$ cat src/rtl/bms_pkg.sv
package bms_pkg;

    typedef enum logic [2:0] {
        ST_IDLE   = 3'd0,
        ST_RUN    = 3'd1,
        ST_IRETRY = 3'd2,
        ST_IWAIT  = 3'd3,
        ST_DRETRY = 3'd4,
        ST_DWAIT  = 3'd5,
        ST_SWOUT  = 3'd6
    } seq_state_e;

    typedef enum logic [1:0] {
        PC_HOLD = 2'd0,
        PC_STEP = 2'd1,
        PC_TRAP = 2'd2
    } pc_op_e;

    typedef struct packed {
        logic load;
        logic clear;
    } timer_cmd_t;

    // States in which no memory transaction is open
    function automatic logic quiet_state(seq_state_e s);
        return (s == ST_IDLE) || (s == ST_RUN) || (s == ST_SWOUT);
    endfunction

endpackage

$ cat src/rtl/bms_delay_timer.sv
module bms_delay_timer
    import bms_pkg::*;
#(
    parameter int DW = 8
) (
    input  logic          clk,
    input  logic          rst,
    input  timer_cmd_t    cmd,
    input  logic [DW-1:0] load_val,
    input  logic          run,
    output logic          expired
);
    logic [DW-1:0] cnt;

    always_ff @(posedge clk) begin
        if (rst)               cnt <= '0;
        else if (cmd.clear)    cnt <= '0;
        else if (cmd.load)     cnt <= load_val;
        else if (run && !expired) cnt <= cnt - 1'b1;
    end

    assign expired = (cnt == '0);
endmodule

$ cat src/rtl/bms_pc_unit.sv
module bms_pc_unit
    import bms_pkg::*;
#(
    parameter int             AW       = 32,
    parameter logic [AW-1:0]  RESET_PC = '0,
    parameter logic [AW-1:0]  TRAP_PC  = '0,
    parameter int             STEP     = 4
) (
    input  logic          clk,
    input  logic          rst,
    input  pc_op_e        op,
    output logic [AW-1:0] pc
);
    localparam logic [AW-1:0] INC = AW'(STEP);

    always_ff @(posedge clk) begin
        if (rst) pc <= RESET_PC;
        else begin
            unique case (op)
                PC_STEP: pc <= pc + INC;
                PC_TRAP: pc <= TRAP_PC;
                default: pc <= pc;
            endcase
        end
    end
endmodule

$ cat src/rtl/bms_err_mon.sv
module bms_err_mon
    import bms_pkg::*;
(
    input  logic       clk,
    input  logic       rst,
    input  seq_state_e st,
    input  logic       if_resp,
    input  logic       if_retry,
    input  logic       d_resp,
    input  logic       d_retry,
    output logic       err
);
    logic stray;

    always_comb begin
        stray = (if_resp  && st != ST_IWAIT)
             || (d_resp   && st != ST_DWAIT)
             || (if_retry && st != ST_IRETRY)
             || (d_retry  && st != ST_DRETRY);
    end

    always_ff @(posedge clk) begin
        if (rst)        err <= 1'b0;
        else if (stray) err <= 1'b1;
    end
endmodule

$ cat src/rtl/blocking_mem_seq.sv
module blocking_mem_seq
    import bms_pkg::*;
#(
    parameter int            AW       = 32,
    parameter int            DW       = 8,
    parameter logic [AW-1:0] RESET_PC = 'h100,
    parameter logic [AW-1:0] TRAP_PC  = 'h200,
    parameter int            STEP     = 4
) (
    input  logic          clk,
    input  logic          rst,
    input  logic          activate_i,
    input  logic [DW-1:0] act_delay_i,
    input  logic          suspend_i,
    input  logic          switch_out_i,
    input  logic          take_over_i,
    input  logic          resume_i,
    input  logic          drain_req_i,
    input  logic          fetch_fault_i,
    output logic          ifetch_req_o,
    output logic [AW-1:0] ifetch_addr_o,
    input  logic          ifetch_accept_i,
    input  logic          ifetch_retry_i,
    input  logic          ifetch_resp_i,
    input  logic          dec_memref_i,
    input  logic          dec_prefetch_i,
    output logic          dmem_req_o,
    input  logic          dmem_accept_i,
    input  logic          dmem_retry_i,
    input  logic          dmem_resp_i,
    output logic [2:0]    state_o,
    output logic          retire_o,
    output logic          drain_ack_o,
    output logic          drain_done_o,
    output logic          draining_o,
    output logic          proto_err_o
);
    seq_state_e st, st_n;
    logic       go, go_n;          // a fetch is pending
    logic       drn, drn_n;        // drain deferred to next response
    logic       ack_n, done_n, ret_n;
    logic       issue, t_expired;
    timer_cmd_t tcmd;
    pc_op_e     pc_op;
    logic [AW-1:0] pc;

    bms_delay_timer #(.DW(DW)) u_timer (
        .clk(clk), .rst(rst), .cmd(tcmd), .load_val(act_delay_i),
        .run(st == ST_RUN), .expired(t_expired)
    );

    bms_pc_unit #(.AW(AW), .RESET_PC(RESET_PC), .TRAP_PC(TRAP_PC), .STEP(STEP)) u_pc (
        .clk(clk), .rst(rst), .op(pc_op), .pc(pc)
    );

    bms_err_mon u_err (
        .clk(clk), .rst(rst), .st(st),
        .if_resp(ifetch_resp_i), .if_retry(ifetch_retry_i),
        .d_resp(dmem_resp_i), .d_retry(dmem_retry_i),
        .err(proto_err_o)
    );

    always_comb begin
        st_n   = st;
        go_n   = go;
        drn_n  = drn;
        ack_n  = 1'b0;
        done_n = 1'b0;
        ret_n  = 1'b0;
        pc_op  = PC_HOLD;
        tcmd   = '0;
        ifetch_req_o = 1'b0;
        dmem_req_o   = 1'b0;
        issue = (st == ST_RUN) && go && t_expired && !suspend_i && !switch_out_i;

        unique case (st)
            ST_IDLE: begin
                if (activate_i) begin
                    st_n = ST_RUN; go_n = 1'b1; tcmd.load = 1'b1;
                end else if (switch_out_i) begin
                    st_n = ST_SWOUT; go_n = 1'b0; tcmd.clear = 1'b1;
                end
            end
            ST_RUN: begin
                if (suspend_i) begin
                    st_n = ST_IDLE; go_n = 1'b0;
                end else if (switch_out_i) begin
                    st_n = ST_SWOUT; go_n = 1'b0; tcmd.clear = 1'b1;
                end else if (issue) begin
                    if (fetch_fault_i) begin
                        pc_op = PC_TRAP; ret_n = 1'b1;
                    end else begin
                        ifetch_req_o = 1'b1;
                        st_n = ifetch_accept_i ? ST_IWAIT : ST_IRETRY;
                    end
                end
            end
            ST_IRETRY: begin
                if (ifetch_retry_i) begin
                    ifetch_req_o = 1'b1;
                    if (ifetch_accept_i) st_n = ST_IWAIT;
                end
            end
            ST_IWAIT: begin
                if (ifetch_resp_i) begin
                    st_n = ST_RUN;
                    if (drn) begin
                        done_n = 1'b1; drn_n = 1'b0; go_n = 1'b0;
                    end else if (dec_memref_i && !dec_prefetch_i) begin
                        dmem_req_o = 1'b1;
                        st_n = dmem_accept_i ? ST_DWAIT : ST_DRETRY;
                    end else begin
                        ret_n = 1'b1; pc_op = PC_STEP; go_n = 1'b1;
                    end
                end
            end
            ST_DRETRY: begin
                if (dmem_retry_i) begin
                    dmem_req_o = 1'b1;
                    if (dmem_accept_i) st_n = ST_DWAIT;
                end
            end
            ST_DWAIT: begin
                if (dmem_resp_i) begin
                    st_n = ST_RUN;
                    if (drn) begin
                        done_n = 1'b1; drn_n = 1'b0; go_n = 1'b0;
                    end else begin
                        ret_n = 1'b1; pc_op = PC_STEP; go_n = 1'b1;
                    end
                end
            end
            ST_SWOUT: begin
                if (take_over_i) begin
                    st_n = ST_RUN; go_n = 1'b0;
                end
            end
            default: st_n = ST_IDLE;
        endcase

        // A drain arriving with a response is kept for the following one
        if (drain_req_i) begin
            if (quiet_state(st)) ack_n = 1'b1;
            else                 drn_n = 1'b1;
        end

        if (resume_i && st != ST_IDLE && st != ST_SWOUT) begin
            go_n = 1'b1; tcmd.clear = 1'b1;
        end
    end

    always_ff @(posedge clk) begin
        if (rst) begin
            st <= ST_IDLE; go <= 1'b0; drn <= 1'b0;
            retire_o <= 1'b0; drain_ack_o <= 1'b0; drain_done_o <= 1'b0;
        end else begin
            st <= st_n; go <= go_n; drn <= drn_n;
            retire_o <= ret_n; drain_ack_o <= ack_n; drain_done_o <= done_n;
        end
    end

    assign ifetch_addr_o = pc;
    assign state_o       = st;
    assign draining_o    = drn;
endmodule

$ cat config.mk
export PLATFORM = sky130hd
export DESIGN_NAME = blocking_mem_seq
export DESIGN_NICKNAME = d
export VERILOG_FILES = /design/src/rtl/bms_pkg.sv /design/src/rtl/bms_delay_timer.sv /design/src/rtl/bms_pc_unit.sv /design/src/rtl/bms_err_mon.sv /design/src/rtl/blocking_mem_seq.sv
export SDC_FILE = /design/constraint.sdc
export NUM_CORES = 1
export LEC_CHECK = 0
export BUFFER_PORTS_ARGS = -buffer_cell sky130_fd_sc_hd__buf_2
export CAP_MARGIN = 25
export CORE_ASPECT_RATIO = 1.2
export CORE_MARGIN = 2
export CORE_UTILIZATION = 58
export DETAILED_ROUTE_END_ITERATION = 16
export PLACE_DENSITY = 0.9
export SLEW_MARGIN = 0
export SYNTH_ARGS = -nofsm -noshare
export SYNTH_HDL_FRONTEND = slang
export SYNTH_HIERARCHICAL = 1
export SYNTH_SLANG_ARGS = --single-unit
$ cat constraint.sdc
create_clock -name clk -period 6.4 [get_ports clk]
set_input_delay 0.64 -clock clk [delete_from_list [all_inputs] [get_ports clk]]
set_output_delay 0.64 -clock clk [all_outputs]
set_load 0.1 [all_outputs]
==> metrics.txt <==
status finished, final reports clean; Final Total Pwr 1.11 mW; minimum clock period 3820 ps; Clock Pin Slew Worst Setup and Hold Paths 90 ps; HPWL Detailed 4720 um; drt pass-1 iters 5; Die Width 66.7 um; Buffers on Ports 64; Cell Rows 27; Final Hold Viols 0; multi-input logic area 1640 um^2; pin count of the biggest net entering global routing 27; Avg Cell Area, Syn 8.16 um^2; clk buf depth 2; DR DRC count 0; Routed Antenna Nets 0; first-pass GRT wire length 10500 um; Syn Inst Count 335; fin crit share 59.7%; required time worst endpoint 6630 ps; Yosys warnings 6; PnR worst setup slack 2580 ps; DIE HEIGHT 79.2 um; post-CTS setup buffer count 0; H-tree depth 2; sequential share of the synthesized area 34.4%; Inst Count DP 443; Slew HR 51.1%; Max-cap violations 0; die area 5280 um^2; # nets final 421; clk_lat worst skew 300 ps; r2r setup slk 2580 ps; Tightest Pin Transition 732 ps; Worst Setup Path Type reg -> reg; setup TNS 0 ps; FILL cells 393; Hold Crit Class reg -> reg; EDFF count, synth 0; layout cell share with drive strength beyond 1 20.4%; Setup Skew 6.83 ps; Max Fanout on Critical Path 25; Startpoint Class register; vias in the first global route 2385; DR vias/cell 6.10; Initial Util 59.9%; P per Cell Area 354 nW/um^2; WL final 6370 um; CTS Sinks 47; Unique masters post-synth 64; Critical Path AT 4050 ps; initial antenna violation count 0; Root Driver clkbuf_8; Resized cells post-CTS 0; Layout area overhead 14.5%; Mapped Area 2730 um^2; routed len/inst 14.1 um; max-slew violation count 0; initial DRC count 198; CTS tree built; Synth Register Bits 47; total track usage 24.9%; GPL Wtd Cong 0.964; Core Area 4560 um^2; Synth Flop Type dfxtp_1; maximum operating frequency 262 MHz; Overflow after GRT 0; TritonCTS buffer count 5; Setup-failing EPs final 0; Hold Buf Count CTS 0; hold_ws 503 ps; fraction of registers with async set/reset 0%; Lkg Pwr 1.27 nW; Max IR drop VDD 0.400 mV; vias 2744; RSZ-0062 raised after global routing no; Antenna Cells 0; Register Area 941 um^2; crit end category register; I/O Pins 67; Place WS 2650 ps; Non-Filler Instances 450
-- worst max-delay path, cell delays in order, from the launching register on --
cell and delay [ps]:
dfxtp_1 800, nor2b_1 520, a32oi_1 170, nor3_1 270, inv_1 80, ha_1 390
and4b_1 420, nand4_2 350, or4_1 580, a21oi_1 170
-- final timing paths --
path,start,cells past startpoint,end
setup / recovery,state_o[1],9,u_pc/pc[29]
hold / removal,u_pc/pc[27],2,u_pc/pc[27]
setup reg to reg,state_o[1],9,u_pc/pc[29]
hold reg to reg,u_pc/pc[27],2,u_pc/pc[27]
-- stage by stage --
stage | area [um^2] | util [%]
finish | 3130 | 68.6
detailed placement | 3040 | 66.7
global placement | 3040 | 66.7
global route | 3130 | 68.6
CTS | 3130 | 68.6
floorplan | 2740 | -
-- cell families (layout without fill, tap and decap cells) --
logic type / count (synthesis) / count (layout) / synth area share [%]
AND/OR/NAND/NOR: 143 / 143 / 29.7
AO/OA/AOI/OAI: 87 / 87 / 21.3
flip-flops: 47 / 47 / 34.4
buffers and inverters: 33 / 89 / 5.86
XOR/XNOR: 12 / 12 / 3.85
multiplexers: 7 / 7 / 2.56
adder cells (fa/ha/maj): 5 / 5 / 2.20
other: 1 / 2 / 0.137
-- Yosys cell counts (all sizes together), types with 4 or more instances --
| cell type | count | area [um^2] |
|---|---|---|
| dfxtp | 47 | 941 |
| clkbuf | 5 | 18.8 |
| ha | 4 | 50.1 |
| o31ai | 14 | 105 |
| buf | 11 | 77.6 |
| or4 | 12 | 90.1 |
| mux2i | 7 | 70.1 |
| a31oi | 4 | 25.0 |
| xnor2 | 7 | 61.3 |
| or3 | 9 | 61.3 |
| nand4 | 8 | 56.3 |
| nor3 | 10 | 50.1 |
| nand2 | 28 | 108 |
| nor2 | 24 | 90.1 |
| nand2b | 5 | 31.3 |
| nor2b | 9 | 56.3 |
| nor4 | 4 | 25.0 |
| and4 | 5 | 46.3 |
| o21ai | 15 | 75.1 |
| inv | 17 | 63.8 |
| a21oi | 26 | 130 |
| xor2 | 5 | 43.8 |
| nand3 | 13 | 65.1 |
-- layout by cell type (no fill, tap or decap), drive strengths merged, types with 2 or more instances in the layout --
| cell type | n |
|---|---|
| a31oi | 4 |
| buf | 65 |
| nand2 | 28 |
| and4b | 2 |
| nor4 | 4 |
| and4 | 5 |
| a32oi | 3 |
| o21ai | 15 |
| a311oi | 2 |
| a21boi | 2 |
| a211oi | 2 |
| clkbuf | 6 |
| xor2 | 5 |
| or4 | 12 |
| and3 | 3 |
| or2 | 2 |
| xnor2 | 7 |
| o211ai | 3 |
| o31ai | 14 |
| a311o | 2 |
| nor3 | 10 |
| nand4 | 8 |
| or3 | 9 |
| nor2 | 24 |
| mux2i | 7 |
| a21o | 2 |
| dfxtp | 47 |
| a21oi | 26 |
| and2 | 2 |
| inv | 17 |
| nand3 | 13 |
| conb | 2 |
| nor2b | 9 |
| ha | 4 |
| nor4b | 2 |
| nand2b | 5 |
-- cell type report --
class / count / area share, %
clock buffers: 6 / 2.64
clock inverters: 1 / 0.160
inverters: 17 / 2.04
multi-input cells: 256 / 52.3
flip-flops and latches: 47 / 30.1
well taps: 58 / 2.32
repair buffers: 65 / 10.5
-- sequential cells by signal (all words and copies together), names as in the netlist --
signal and count:
u_pc/pc 30, u_timer/cnt 8, state_o 3, drain_ack_o 1
drain_done_o 1, draining_o 1, go 1, retire_o 1
u_err/err 1
-- power by group --
part	switching (mW)	internal [mW]	leakage, nW
sequential	0.0762	0.330	0.381
combinational	0.342	0.179	0.841
clock	0.0957	0.0849	0.0470
total	0.514	0.593	1.27
-- routing by layer --
layer	global-route usage, %	share of wire, %	vias to the layer above
li1	-	-	1352
met1	29.2	41	1290
met2	45.5	52	92
met3	3.40	4.7	10
met4	7.96	1.6	0
met5	0	0	-
Power figures use the tool's default switching activity.
